$ cat src/rtl/sgdma_pkg.sv
package sgdma_pkg;
  localparam int ADDR_W = 32;
  localparam int DATA_W = 32;
  localparam int IDX_W  = 8;
  localparam int CNT_W  = 24;
  localparam int BYTE_W = 8;

  localparam logic [1:0] RA_BASE = 2'd0;
  localparam logic [1:0] RA_CTRL = 2'd1;
  localparam logic [1:0] RA_STAT = 2'd2;
  localparam logic [1:0] RA_POS  = 2'd3;

  localparam int CB_START = 0;
  localparam int CB_STOP  = 1;
  localparam int CB_LOOP  = 2;
  localparam int CB_IEEOL = 3;
  localparam int CB_IEFLG = 4;

  localparam int DB_EOL  = 31;
  localparam int DB_FLAG = 30;
  localparam int DB_HALT = 29;

  typedef enum logic [2:0] {
    ST_IDLE, ST_DESC_A, ST_DESC_F, ST_BYTE_RD, ST_BYTE_OUT
  } eng_state_t;

  function automatic logic [ADDR_W-1:0] desc_word_addr(
      input logic [ADDR_W-1:0] base, input logic [IDX_W-1:0] idx, input logic hi);
    logic [ADDR_W-1:0] off;
    off = ADDR_W'(idx) << 3;
    return base + off + (hi ? ADDR_W'(4) : ADDR_W'(0));
  endfunction

  function automatic logic [BYTE_W-1:0] lane_byte(
      input logic [DATA_W-1:0] word, input logic [1:0] lane);
    return word[lane*BYTE_W +: BYTE_W];
  endfunction
endpackage

$ cat src/rtl/sgdma_regs.sv
module sgdma_regs
  import sgdma_pkg::*;
(
  input  logic              clk,
  input  logic              rst_n,
  input  logic              reg_we,
  input  logic [1:0]        reg_addr,
  input  logic [DATA_W-1:0] reg_wdata,
  output logic [DATA_W-1:0] reg_rdata,
  input  logic              seg_eol,
  input  logic              seg_flag,
  input  logic [IDX_W-1:0]  cur_idx,
  input  logic [CNT_W-1:0]  cur_remain,
  input  logic              active,
  output logic [ADDR_W-1:0] table_base,
  output logic              loop_en,
  output logic              ie_eol,
  output logic              ie_flag,
  output logic              start_go,
  output logic              halt_req,
  output logic              irq
);
  logic st_eol, st_flag;
  logic wr_ctrl, wr_stat;

  assign wr_ctrl  = reg_we && (reg_addr == RA_CTRL);
  assign wr_stat  = reg_we && (reg_addr == RA_STAT);
  assign start_go = wr_ctrl && reg_wdata[CB_START] && !reg_wdata[CB_STOP] && !active;
  assign halt_req = wr_ctrl && reg_wdata[CB_STOP];
  assign irq      = (st_eol && ie_eol) || (st_flag && ie_flag);

  always_ff @(posedge clk) begin
    if (!rst_n) begin
      table_base <= '0;
      loop_en    <= 1'b0;
      ie_eol     <= 1'b0;
      ie_flag    <= 1'b0;
      st_eol     <= 1'b0;
      st_flag    <= 1'b0;
    end else begin
      if (reg_we && reg_addr == RA_BASE) table_base <= reg_wdata;
      if (wr_ctrl) begin
        loop_en <= reg_wdata[CB_LOOP];
        ie_eol  <= reg_wdata[CB_IEEOL];
        ie_flag <= reg_wdata[CB_IEFLG];
      end
      st_eol  <= (st_eol  && !(wr_stat && reg_wdata[0])) || seg_eol;
      st_flag <= (st_flag && !(wr_stat && reg_wdata[1])) || seg_flag;
    end
  end

  always_comb begin
    unique case (reg_addr)
      RA_BASE: reg_rdata = table_base;
      RA_CTRL: reg_rdata = DATA_W'({ie_flag, ie_eol, loop_en, 2'b00});
      RA_STAT: reg_rdata = DATA_W'({active, irq, st_flag, st_eol});
      default: reg_rdata = {cur_idx, cur_remain};
    endcase
  end
endmodule

$ cat src/rtl/sgdma_engine.sv
module sgdma_engine
  import sgdma_pkg::*;
(
  input  logic              clk,
  input  logic              rst_n,
  input  logic              start_go,
  input  logic              halt_req,
  input  logic              loop_en,
  input  logic [ADDR_W-1:0] table_base,
  output logic              mem_req,
  output logic [ADDR_W-1:0] mem_addr,
  input  logic              mem_rvalid,
  input  logic [DATA_W-1:0] mem_rdata,
  output logic              out_valid,
  output logic [BYTE_W-1:0] out_data,
  input  logic              out_ready,
  output logic              seg_done,
  output logic              seg_eol,
  output logic              seg_flag,
  output logic              seg_stop,
  output logic [IDX_W-1:0]  cur_idx,
  output logic [CNT_W-1:0]  cur_remain,
  output logic              active
);
  eng_state_t        state;
  logic [ADDR_W-1:0] seg_ptr;
  logic [BYTE_W-1:0] byte_q;
  logic              d_eol, d_flag, d_halt;
  logic              halt_after;

  assign active     = (state != ST_IDLE);
  assign seg_done   = (state == ST_BYTE_RD) && (cur_remain == '0);
  assign seg_eol    = seg_done && d_eol;
  assign seg_flag   = seg_done && d_flag;
  assign seg_stop   = seg_done && d_halt;
  assign halt_after = d_halt || (d_eol && !loop_en);
  assign out_valid  = (state == ST_BYTE_OUT);
  assign out_data   = byte_q;
  assign mem_req    = (state == ST_DESC_A) || (state == ST_DESC_F) ||
                      ((state == ST_BYTE_RD) && (cur_remain != '0));

  always_comb begin
    unique case (state)
      ST_DESC_A:  mem_addr = desc_word_addr(table_base, cur_idx, 1'b0);
      ST_DESC_F:  mem_addr = desc_word_addr(table_base, cur_idx, 1'b1);
      ST_BYTE_RD: mem_addr = {seg_ptr[ADDR_W-1:2], 2'b00};
      default:    mem_addr = '0;
    endcase
  end

  always_ff @(posedge clk) begin
    if (!rst_n) begin
      state      <= ST_IDLE;
      seg_ptr    <= '0;
      byte_q     <= '0;
      cur_idx    <= '0;
      cur_remain <= '0;
      d_eol      <= 1'b0;
      d_flag     <= 1'b0;
      d_halt     <= 1'b0;
    end else if (halt_req) begin
      state <= ST_IDLE;
    end else begin
      unique case (state)
        ST_IDLE: if (start_go) begin
          cur_idx    <= '0;
          cur_remain <= '0;
          state      <= ST_DESC_A;
        end
        ST_DESC_A: if (mem_rvalid) begin
          seg_ptr <= mem_rdata;
          state   <= ST_DESC_F;
        end
        ST_DESC_F: if (mem_rvalid) begin
          cur_remain <= mem_rdata[CNT_W-1:0];
          d_eol      <= mem_rdata[DB_EOL];
          d_flag     <= mem_rdata[DB_FLAG];
          d_halt     <= mem_rdata[DB_HALT];
          state      <= ST_BYTE_RD;
        end
        ST_BYTE_RD: begin
          if (cur_remain == '0) begin
            if (halt_after) begin
              state <= ST_IDLE;
            end else begin
              cur_idx <= d_eol ? '0 : cur_idx + 1'b1;
              state   <= ST_DESC_A;
            end
          end else if (mem_rvalid) begin
            byte_q <= lane_byte(mem_rdata, seg_ptr[1:0]);
            state  <= ST_BYTE_OUT;
          end
        end
        ST_BYTE_OUT: if (out_ready) begin
          seg_ptr    <= seg_ptr + 1'b1;
          cur_remain <= cur_remain - 1'b1;
          state      <= ST_BYTE_RD;
        end
        default: state <= ST_IDLE;
      endcase
    end
  end
endmodule

$ cat src/rtl/sgdma_chan.sv
module sgdma_chan
  import sgdma_pkg::*;
(
  input  logic              clk,
  input  logic              rst_n,
  input  logic              reg_we,
  input  logic [1:0]        reg_addr,
  input  logic [DATA_W-1:0] reg_wdata,
  output logic [DATA_W-1:0] reg_rdata,
  output logic              mem_req,
  output logic [ADDR_W-1:0] mem_addr,
  input  logic              mem_rvalid,
  input  logic [DATA_W-1:0] mem_rdata,
  output logic              out_valid,
  output logic [BYTE_W-1:0] out_data,
  input  logic              out_ready,
  output logic              irq
);
  logic              seg_done, seg_eol, seg_flag, seg_stop;
  logic [IDX_W-1:0]  cur_idx;
  logic [CNT_W-1:0]  cur_remain;
  logic              active;
  logic [ADDR_W-1:0] table_base;
  logic              loop_en, ie_eol, ie_flag, start_go, halt_req;

  sgdma_regs u_regs (
    .clk(clk), .rst_n(rst_n),
    .reg_we(reg_we), .reg_addr(reg_addr), .reg_wdata(reg_wdata), .reg_rdata(reg_rdata),
    .seg_eol(seg_eol), .seg_flag(seg_flag),
    .cur_idx(cur_idx), .cur_remain(cur_remain), .active(active),
    .table_base(table_base), .loop_en(loop_en), .ie_eol(ie_eol), .ie_flag(ie_flag),
    .start_go(start_go), .halt_req(halt_req), .irq(irq)
  );

  sgdma_engine u_engine (
    .clk(clk), .rst_n(rst_n),
    .start_go(start_go), .halt_req(halt_req), .loop_en(loop_en), .table_base(table_base),
    .mem_req(mem_req), .mem_addr(mem_addr), .mem_rvalid(mem_rvalid), .mem_rdata(mem_rdata),
    .out_valid(out_valid), .out_data(out_data), .out_ready(out_ready),
    .seg_done(seg_done), .seg_eol(seg_eol), .seg_flag(seg_flag), .seg_stop(seg_stop),
    .cur_idx(cur_idx), .cur_remain(cur_remain), .active(active)
  );
endmodule

$ cat config.mk
export PLATFORM = sky130hd
export DESIGN_NAME = sgdma_chan
export DESIGN_NICKNAME = d
export VERILOG_FILES = /design/src/rtl/sgdma_pkg.sv /design/src/rtl/sgdma_regs.sv /design/src/rtl/sgdma_engine.sv /design/src/rtl/sgdma_chan.sv
export SDC_FILE = /design/constraint.sdc
export NUM_CORES = 1
export LEC_CHECK = 0
export ABC_AREA = 1
export ABC_CLOCK_PERIOD_IN_PS = 4000
export CAP_MARGIN = 30
export CORE_ASPECT_RATIO = 2
export CORE_UTILIZATION = 50
export CTS_BUF_LIST = sky130_fd_sc_hd__clkbuf_4 sky130_fd_sc_hd__clkbuf_8
export DETAILED_ROUTE_END_ITERATION = 8
export PLACE_DENSITY = 0.73
export SLEW_MARGIN = 20
export SYNTH_ARGS = -nofsm -noshare
export SYNTH_HDL_FRONTEND = slang
export SYNTH_HIERARCHICAL = 1
export SYNTH_SLANG_ARGS = --single-unit
$ cat constraint.sdc
create_clock -name clk -period 4 [get_ports clk]
set_clock_uncertainty 0.05 [all_clocks]
set_input_delay 0.8 -clock clk [delete_from_list [all_inputs] [get_ports clk]]
set_output_delay 0.8 -clock clk [all_outputs]
set_load 0.005 [all_outputs]
* Word level (Yosys, flattened, before mapping)
Index checks and enable logic that the tools add are counted.
** Cells by class
- Mux-type cells :: 22
- Divide/modulo/power cells :: 0
- Bitwise operators :: 3
- Multiply operators :: 0
- Reductions and logical operators :: 44
- Order comparisons :: 0
- Equality and inequality tests :: 13
- Shift operators :: 1
- Add/sub/neg operators :: 5
** Operators with widths (number)
- case mux 32 bit (3 select lines) :: 2
- 2-to-1 mux 24 bit :: 3
- case mux 24 bit (3 select lines) :: 1
- 2-to-1 mux 32 bit :: 2
- case mux 32 bit (2 select lines) :: 1
- adder 32 x 1 -> 32 bit (second input constant) :: 1
- adder 32 x 11 -> 32 bit :: 1
- adder 32 x 3 -> 32 bit (second input constant) :: 1
- 2-to-1 mux 8 bit :: 4
- indexed part select 32 x 6 -> 8 bit :: 1
- zero test 24 bit :: 1
- nonzero test 24 bit :: 1
- subtractor 24 x 1 -> 24 bit (second input constant) :: 1
- logical AND 1 bit :: 18
- 2-to-1 mux 3 bit :: 6
- case mux 8 bit (2 select lines) :: 1
- case mux 3 bit (5 select lines) :: 1
- AND reduction 5 bit :: 3
- adder 8 x 1 -> 8 bit (second input constant) :: 1
- inequality test 2 bit (second input constant) :: 4
- AND reduction 4 bit :: 2
- equality test 3 x 2 -> 1 bit (second input constant) :: 2
- logical OR 1 bit :: 6
- nonzero test 3 bit :: 2
- other kinds (14) :: 22
** Storage, ports and cells
- Output and inout bits :: 75
- Register bits :: 115
- Input bits :: 71
- RAM bits :: 0
- Memories :: 0
- Latch bits :: 0
- Bits in read-only memories :: 0

* Depth between registers and ports, before layout
Gate-level depths: netlist (run 1).
- Depth in word-level cells :: 7
- Mapped depth :: 19
- Mapped depth without buffers :: 19

* Hierarchy
The synthesis (run 1) kept the hierarchy.
** By module, submodules not included
- sgdma_engine :: area an instance 7975.1 um^2, cells an instance 1407, times used 1, seq. area each 1561.5 um^2
- sgdma_regs :: area an instance 1724.2 um^2, cells an instance 232, times used 1, seq. area each 740.7 um^2

* Worst setup path before layout (run 1)
Ideal clock, no wire load.
- Kind :: register -> output
- From :: register u_engine.cur_idx[0]
- To :: output mem_addr[23]
- Arrival time :: 2436 ps
- Stages on the path, launching flop included :: 15
- Path slack :: 714 ps
- Path buffers :: 0
- Data required time :: 3150 ps
- Cells stage by stage :: dfxtp_1 -> ha_1 -> fa_1 -> nand3_1 -> nor2_4 -> nand3_2 -> nor2_2 -> nand3_2 -> nor2_4 -> nand3_4 -> nor2_4 -> nand2_2 -> nand2_1 -> nand2_1 -> o21bai_1
** Between the ends
- Cells in the longest elaborated chain, start to end :: 3
** RTL lines
- start: declaration :: RTL line sgdma_engine.sv:21 : output logic [IDX_W-1:0] cur_idx,
- start signal: assignment :: RTL line sgdma_engine.sv:86 : cur_idx <= d_eol ? '0 : cur_idx + 1'b1;
- adder 32 x 11 -> 32 bit * :: RTL line sgdma_pkg.sv:31 : return base + off + (hi ? ADDR_W'(4) : ADDR_W'(0));
- adder 32 x 3 -> 32 bit :: RTL line sgdma_pkg.sv:31
- case mux 32 bit (3 select lines) * :: RTL line sgdma_engine.sv:43 : unique case (state)
- end: declaration :: RTL line sgdma_chan.sv:11 : output logic [ADDR_W-1:0] mem_addr,
Every way passes the cells marked *; elsewhere a longest branch is shown, timed or not.

* Worst setup path in the final report (run 1)
- From :: register u_regs.table_base[3]
- To :: output mem_addr[23]
** Between the ends
- Cells in the longest elaborated chain, start to end :: 3
** RTL lines
- start: declaration :: RTL line sgdma_regs.sv:15 : output logic [ADDR_W-1:0] table_base,
- start signal: assignment :: RTL line sgdma_regs.sv:41 : if (reg_we && reg_addr == RA_BASE) table_base <= reg_wdata;
- adder 32 x 11 -> 32 bit * :: RTL line sgdma_pkg.sv:31
- adder 32 x 3 -> 32 bit :: RTL line sgdma_pkg.sv:31
- case mux 32 bit (3 select lines) * :: RTL line sgdma_engine.sv:43
Marks and branches as above.

==> run metrics, run 1 <==
status=finished with violations; violated checks=negative setup slack; maximum ir drop on the vdd rail=0.433 mV; summed area of non-filler cells in the final layout=0.0128 mm²; worst-case clock buffer depth=2; placement row count=71; unrepaired setup endpoints after global routing=yes; leakage power=0.00520 µW; total standard cell area after synthesis=0.00969 mm²; top library cells by usage in the layout, fill and taps aside=369 x sky130_fd_sc_hd__nand2_1, 214 x sky130_fd_sc_hd__nor2_1, 162 x sky130_fd_sc_hd__inv_1, 122 x sky130_fd_sc_hd__clkdlybuf4s50_1, 113 x sky130_fd_sc_hd__nand3_1; growth of design area from synthesis to finish=32.0%; root buffer cell=sky130_fd_sc_hd__clkbuf_8; clock buffers created by TritonCTS=17; GRT Max-Usage Layer=met2; RePlAce Congestion=0.992; instance count along the most critical hold path=2; worst path required time=3150 ps; met1 layer usage reported by global route=41.3%; largest driver fanout on the critical path=3; P per Cell Area=480 mW/mm²; clock insertion delay at the later pin of the skew report=450 ps; routed vias/inst=5.98; post-place instance area=0.0116 mm²; Hold/Removal Path Class=register to register; mean area per synthesized cell=5.92 µm²; Vias=12,541; drc violations=0; worst-case setup margin in the final layout=-134 ps; most common library cell in the layout ignoring fill and taps=sky130_fd_sc_hd__nand2_1; Min Clock Period, post-route=4130 ps; Ant. Diodes=0; fmax=0.242 GHz; total congestion overflow=0; utilization of the core after routing=67.6%; initial cell density of the core=51.2%; core area=0.0189 mm²; area enclosed by the die boundary=0.0200 mm²; antenna violations before repair=0; number of DRC violations after detailed-routing iteration 0=1,052; TritonCTS clock tree=built; DR pass1 iterations=6; Total GRT Usage=42.8%; fraction of final layout cells with drive strength greater than 1=17.7%; data arrival time of the worst path=3280 ps; number of cell instances on the worst register-to-register path=11; boundary pin count=146; global-route wire length before repair=63,700 µm; worst relative slew slack=44.4%; met3 Use GR=8.57%; final-report setup violation count=8; critical path type=register to primary output; net count after synthesis=1,721; Final Routed Wirelength=42,600 µm; largest net degree at the start of global routing=66; I/O Buffers=145; number of global-route vias before repair=11,829; count of yosys warnings during synthesis=6; wire length per cell=20.3 µm; clock sink count=115; Clock H-tree levels=4; antenna viol nets, final=0; clock-pin slew of the registers on the worst-case setup and hold paths=90 ps; number of pins exceeding their max-slew limit in the final report=0; GR Layer Usage met2=75.6%; kind of end point of the critical path=primary output; half-perimeter wire length of the detailed placement result=32,100 µm; final worst path period share=103%; slew of the pin with the lowest slew margin=833 ps; number of buffers inserted by hold repair at cts=0; cell count after synthesis=1,637; number of nets in the final layout=1,913; horizontal extent of the die=100 µm; Worst Setup Start Kind=register; vertical die dimension=199 µm; Max-Cap Viols=0; number of hold-slack violations in the final timing report=0; minimum setup slack after placement=-46.8 ps
-- registers in the layout, summed over array words and instances (netlist names), 3 cells and up --
register,count
u_engine/seg_ptr,32
u_regs/table_base,32
u_engine/cur_remain,24
u_engine/cur_idx,8
u_engine/out_data,8
u_engine/state,3
-- path summary, 6_finish.rpt --
path | start | slack (ps) | endpoint
max | u_regs/table_base[3] | -130 | mem_addr[23]
min reg2reg | u_engine/d_flag | 410 | u_engine/d_flag
max reg2reg | u_engine/seg_ptr[0] | 1300 | u_engine/seg_ptr[22]
min | u_engine/d_flag | 410 | u_engine/d_flag
-- layer usage --
layer | share of wire (%) | wire length, µm | up-vias
met5 | 0 | 0 | -
met4 | 10 | 4430 | 0
met3 | 8.0 | 3400 | 219
met2 | 49 | 21000 | 705
met1 | 32 | 13800 | 5762
li1 | - | - | 5855
-- stage by stage --
| stage | setup TNS (ps) | std cells | hold WS, ps | total power [µW] |
|---|---|---|---|---|
| 2_1_floorplan | 0 | 1637 | 373 | 3810 |
| 3_3_place_gp | -65.5 | 2023 | 401 | 4850 |
| 3_5_place_dp | -53.0 | 2024 | 402 | 4900 |
| 4_1_cts | -426 | 2084 | 416 | 6000 |
| 5_1_grt | -2150 | 2097 | 432 | 6500 |
| 6_report | -658 | 2097 | 413 | 6140 |
-- layout make-up --
class | instances | area (µm²)
clock buffer | 18 | 241
clock inverter | 14 | 130
fill | 1817 | 6130
inverter | 185 | 701
multi-input combinational | 1279 | 6940
sequential | 115 | 2330
tap | 255 | 319
timing repair buffer | 231 | 2120
-- critical path, stage by stage, from the launching register on --
cell and delay, ps:
sky130_fd_sc_hd__dfxtp_2 350, sky130_fd_sc_hd__ha_4 170, sky130_fd_sc_hd__fa_2 600, sky130_fd_sc_hd__nand3_4 90, sky130_fd_sc_hd__nor2_4 150, sky130_fd_sc_hd__nand3_2 120, sky130_fd_sc_hd__nor2_4 180, sky130_fd_sc_hd__nand3_4 90
sky130_fd_sc_hd__nor2_4 130, sky130_fd_sc_hd__nand3_4 110, sky130_fd_sc_hd__buf_12 150, sky130_fd_sc_hd__nor2_4 100, sky130_fd_sc_hd__buf_6 110, sky130_fd_sc_hd__buf_6 90, sky130_fd_sc_hd__nand2_4 40, sky130_fd_sc_hd__nand2_2 40
sky130_fd_sc_hd__nand2_1 50, sky130_fd_sc_hd__o21bai_1 130, sky130_fd_sc_hd__buf_2 120
-- power breakdown --
part | leakage [µW] | switching (µW) | internal (µW)
Combinational | 0.00407 | 2090 | 1100
Sequential | 0.000948 | 464 | 1420
Clock | 0.000188 | 561 | 505
-- repair_timing --
action | CTS | global route
endpoints found under the setup margin | 22 | 23
gates resized for setup | 135 | 80
buffers inserted | 28 | 13
pin swaps | 27 | 27
No activity file was read; power rests on OpenSTA's default activity.
==> run 2, diff against run 1 <==
--- a/config.mk
+++ b/config.mk
@@ -6,7 +6,7 @@
 export NUM_CORES = 1
 export LEC_CHECK = 0
 export ABC_AREA = 1
-export ABC_CLOCK_PERIOD_IN_PS = 4000
+export ABC_CLOCK_PERIOD_IN_PS = 4800
 export CAP_MARGIN = 30
 export CORE_ASPECT_RATIO = 2
 export CORE_UTILIZATION = 50
==> constraint.sdc (replaced) <==
create_clock -name clk -period 4.8 [get_ports clk]
set_clock_uncertainty 0.05 [all_clocks]
set_input_delay 0.96 -clock clk [delete_from_list [all_inputs] [get_ports clk]]
set_output_delay 0.96 -clock clk [all_outputs]
set_load 0.005 [all_outputs]
==> run 2 against run 1 <==
The flow now finishes without violations. Sequential share of layout area up 1.3 points. Design area down 7.7%. Clock-buffer cell count down 1. Utilization down 5.2 points. Register-to-register slack better by 310 ps. Critical endpoint is now mem_addr[29].
==> run metrics, run 2 (same netlist as run 1, synthesis figures left out) <==
status=finished clean; number of DRC violations after detailed-routing iteration 0=994 (-5.5%); Min Clock Period, post-route=4660 ps; start point of the critical path=u_engine/cur_idx[3]; initial cell density of the core=51.2% (unchanged); core area=0.0189 mm² (unchanged); CP delay by family, top=simple AND/OR/NAND/NOR gates; Design Power=5050 µW (-18%); Clock H-tree levels=4 (unchanged); slew of the pin with the lowest slew margin=797 ps (-36.7 ps); routed vias/inst=5.95 (-0.46%); RePlAce Congestion=1.01 (+1.9%); biggest registers after layout=u_engine/seg_ptr: 32 flops, u_regs/table_base: 32 flops, u_engine/cur_remain: 24 flops; number of pins exceeding their max-slew limit in the final report=0 (unchanged); Worst Setup Start Kind=register; Ant. Diodes=0 (unchanged); unrepaired setup endpoints after global routing=yes; clock insertion delay at the later pin of the skew report=470 ps (+20 ps); worst relative slew slack=46.8% (+2.5 points); most common library cell in the layout ignoring fill and taps=sky130_fd_sc_hd__nand2_1; Psw=2530 µW (-19%); area enclosed by the die boundary=0.0200 mm² (unchanged); I/O Buffers=145 (unchanged); Hold/Removal Path Class=register to register; number of global-route vias before repair=11,189 (-5.4%); TritonCTS clock tree=built; part of the total power dissipated in combinational logic=50.9% (-1.0 points); utilization of the core after routing=62.4% (-5.2 points); Max-Cap Viols=0 (unchanged); setup TNS=0 ps (+658 ps); total congestion overflow=0 (unchanged); endpoint of the worst-slack reg-to-reg timing path=u_engine/seg_ptr[5]; number of cell instances on the worst register-to-register path=10 (-1); worst-case clock buffer depth=2 (unchanged); critical path type=register to primary output; final worst path period share=97.1%; internal portion of total power=2520 µW (-16%); leakage power=0.00463 µW (-11%); horizontal extent of the die=100 µm (unchanged); data arrival time of the worst path=3650 ps (+370 ps); Vias=12,072 (-3.7%); clock-pin slew of the registers on the worst-case setup and hold paths=80 ps (about the same); vertical die dimension=199 µm (unchanged); largest driver fanout on the critical path=7 (+4); cell count after placement=1,993 (-1.5%); growth of design area from synthesis to finish=21.8%; number of cells on the critical path=18 (unchanged); number of nets in the final layout=1,845 (-3.6%); top library cells by usage in the layout, fill and taps aside=391 x sky130_fd_sc_hd__nand2_1, 225 x sky130_fd_sc_hd__nor2_1, 167 x sky130_fd_sc_hd__inv_1, 144 x sky130_fd_sc_hd__clkdlybuf4s50_1, 121 x sky130_fd_sc_hd__nand3_1; Total GRT Usage=40.4% (-2.3 points); placement row count=71 (unchanged); sw frac=50.1% (-0.72 points); boundary pin count=146 (unchanged); critical path's largest stage delay=500 ps (-100 ps); global-route wire length before repair=60,300 µm (-5.4%); final-report setup violation count=0 (-8); library cell contributing the largest single delay on the critical path=sky130_fd_sc_hd__clkdlybuf4s50_1; Crit path buffers/inverters=2 (-2); Final Routed Wirelength=40,400 µm (-5.1%); number of hold-slack violations in the final timing report=0 (unchanged); antenna viol nets, final=0 (unchanged); fmax=0.215 GHz; P per Cell Area=428 mW/mm² (-11%); clock sink count=115 (unchanged); number of buffers inserted by hold repair at cts=0 (unchanged); clock network fraction of design power=18.3% (+0.9 points); end point of the critical path=mem_addr[29]; CP cell instances=ha_2, nand2_2, inv_1, nand2_1, nor2_2, nand2_1, nand3_2, nand3_1, nand2_1, nand2_1, nor2_1, nand2_1, nor2_2, nand2_1, nand2_1, nand3_1, nand2_2, clkdlybuf4s50_1; antenna violations before repair=0 (unchanged); Worst R2R Start=u_engine/state[0]; half-perimeter wire length of the detailed placement result=31,400 µm (-2.4%); wire length per cell=19.9 µm (-1.9%); number of fill cells=1,872 (+3.0%); clock buffers created by TritonCTS=17 (unchanged); cell repeated most along the worst path=sky130_fd_sc_hd__nand2_1; instance count along the most critical hold path=2 (unchanged); largest net degree at the start of global routing=67 (+1.5%); kind of end point of the critical path=primary output; maximum ir drop on the vdd rail=0.334 mV (-23%); final std cells w/o fill=2,028 (-3.3%); worst path required time=3790 ps (+640 ps); drc violations=0 (unchanged); fraction of final layout cells with drive strength greater than 1=9.64% (-8.1 points); flop2flop setup slack=1610 ps (+310 ps); DR pass1 iterations=6 (unchanged); root buffer cell=sky130_fd_sc_hd__clkbuf_8; post-place instance area=0.0113 mm² (-2.3%); summed area of non-filler cells in the final layout=0.0118 mm² (-7.7%); fraction of power consumed by sequential logic=30.7% (about the same)
-- run 2: cell types whose count changed in the layout (fill, tap and decap cells not counted), moves of 11 or more --
cell	delta
sky130_fd_sc_hd__buf_4	-58
sky130_fd_sc_hd__clkdlybuf4s50_1	+22
sky130_fd_sc_hd__nand2_1	+22
sky130_fd_sc_hd__nand2_4	-15
sky130_fd_sc_hd__dfxtp_1	+14
sky130_fd_sc_hd__dfxtp_2	-11
sky130_fd_sc_hd__nor2_1	+11
-- run 2: repair_timing --
action	in CTS	in global routing
setup endpoints to repair	0	19
setup buffers	0	4
gates resized for setup	0	30
-- run 2: worst reg2reg max path, cell delays in order, from the launching register on --
cell and delay, ps:
sky130_fd_sc_hd__dfxtp_1 410, sky130_fd_sc_hd__nor2_1 130, sky130_fd_sc_hd__inv_1 130, sky130_fd_sc_hd__nor2_4 50, sky130_fd_sc_hd__inv_2 110, sky130_fd_sc_hd__buf_4 420
sky130_fd_sc_hd__or2_1 260, sky130_fd_sc_hd__nand3_2 510, sky130_fd_sc_hd__inv_2 580, sky130_fd_sc_hd__o21ai_0 180, sky130_fd_sc_hd__a221oi_1 280
-- run 2: stage by stage --
stage | setup slack [ps] | hold slack, ps
3_3_place_gp | 550 | 405
2_1_floorplan | 1350 | 373
3_5_place_dp | 527 | 407
6_report | 141 | 421
4_1_cts | 20.4 | 418
5_1_grt | -22.0 | 451
-- run 2: cell type report --
class / instances / area (µm²) / area share [%]
Tap cell: 255 / 319 / 2.70
Sequential cell: 115 / 2310 / 19.6
Timing Repair Buffer: 163 / 1580 / 13.4
Clock inverter: 14 / 154 / 1.30
Multi-Input combinational cell: 1279 / 6510 / 55.2
Inverter: 185 / 696 / 5.89
Clock buffer: 17 / 234 / 1.98
-- run 2: power groups by stage --
stage	Sequential (µW)	Combinational [µW]	Clock, µW
floorplan	1410	1760	0
global placement	1550	2470	0
detailed placement	1550	2490	0
CTS	1530	2500	932
global route	1580	2810	976
finish	1550	2570	927
-- run 2: worst min path at each step --
stage	startpoint	to	slack (ps)
5_1_grt	u_engine/seg_ptr[30]	u_engine/seg_ptr[30]	450
2_1_floorplan	u_engine/d_halt	u_engine/d_halt	370
6_report	u_engine/seg_ptr[31]	u_engine/seg_ptr[31]	420
3_5_place_dp	u_engine/seg_ptr[31]	u_engine/seg_ptr[31]	410
3_3_place_gp	u_engine/seg_ptr[31]	u_engine/seg_ptr[31]	410
4_1_cts	u_engine/seg_ptr[31]	u_engine/seg_ptr[31]	420
-- run 2: routing by layer --
metal	global-route usage (%)	up-vias	share of wire, %
met1	40.6	5546	33
met2	71.7	639	50
met3	6.43	178	7.3
met4	34.0	0	9.5
li1	-	5709	-
met5	0	-	0
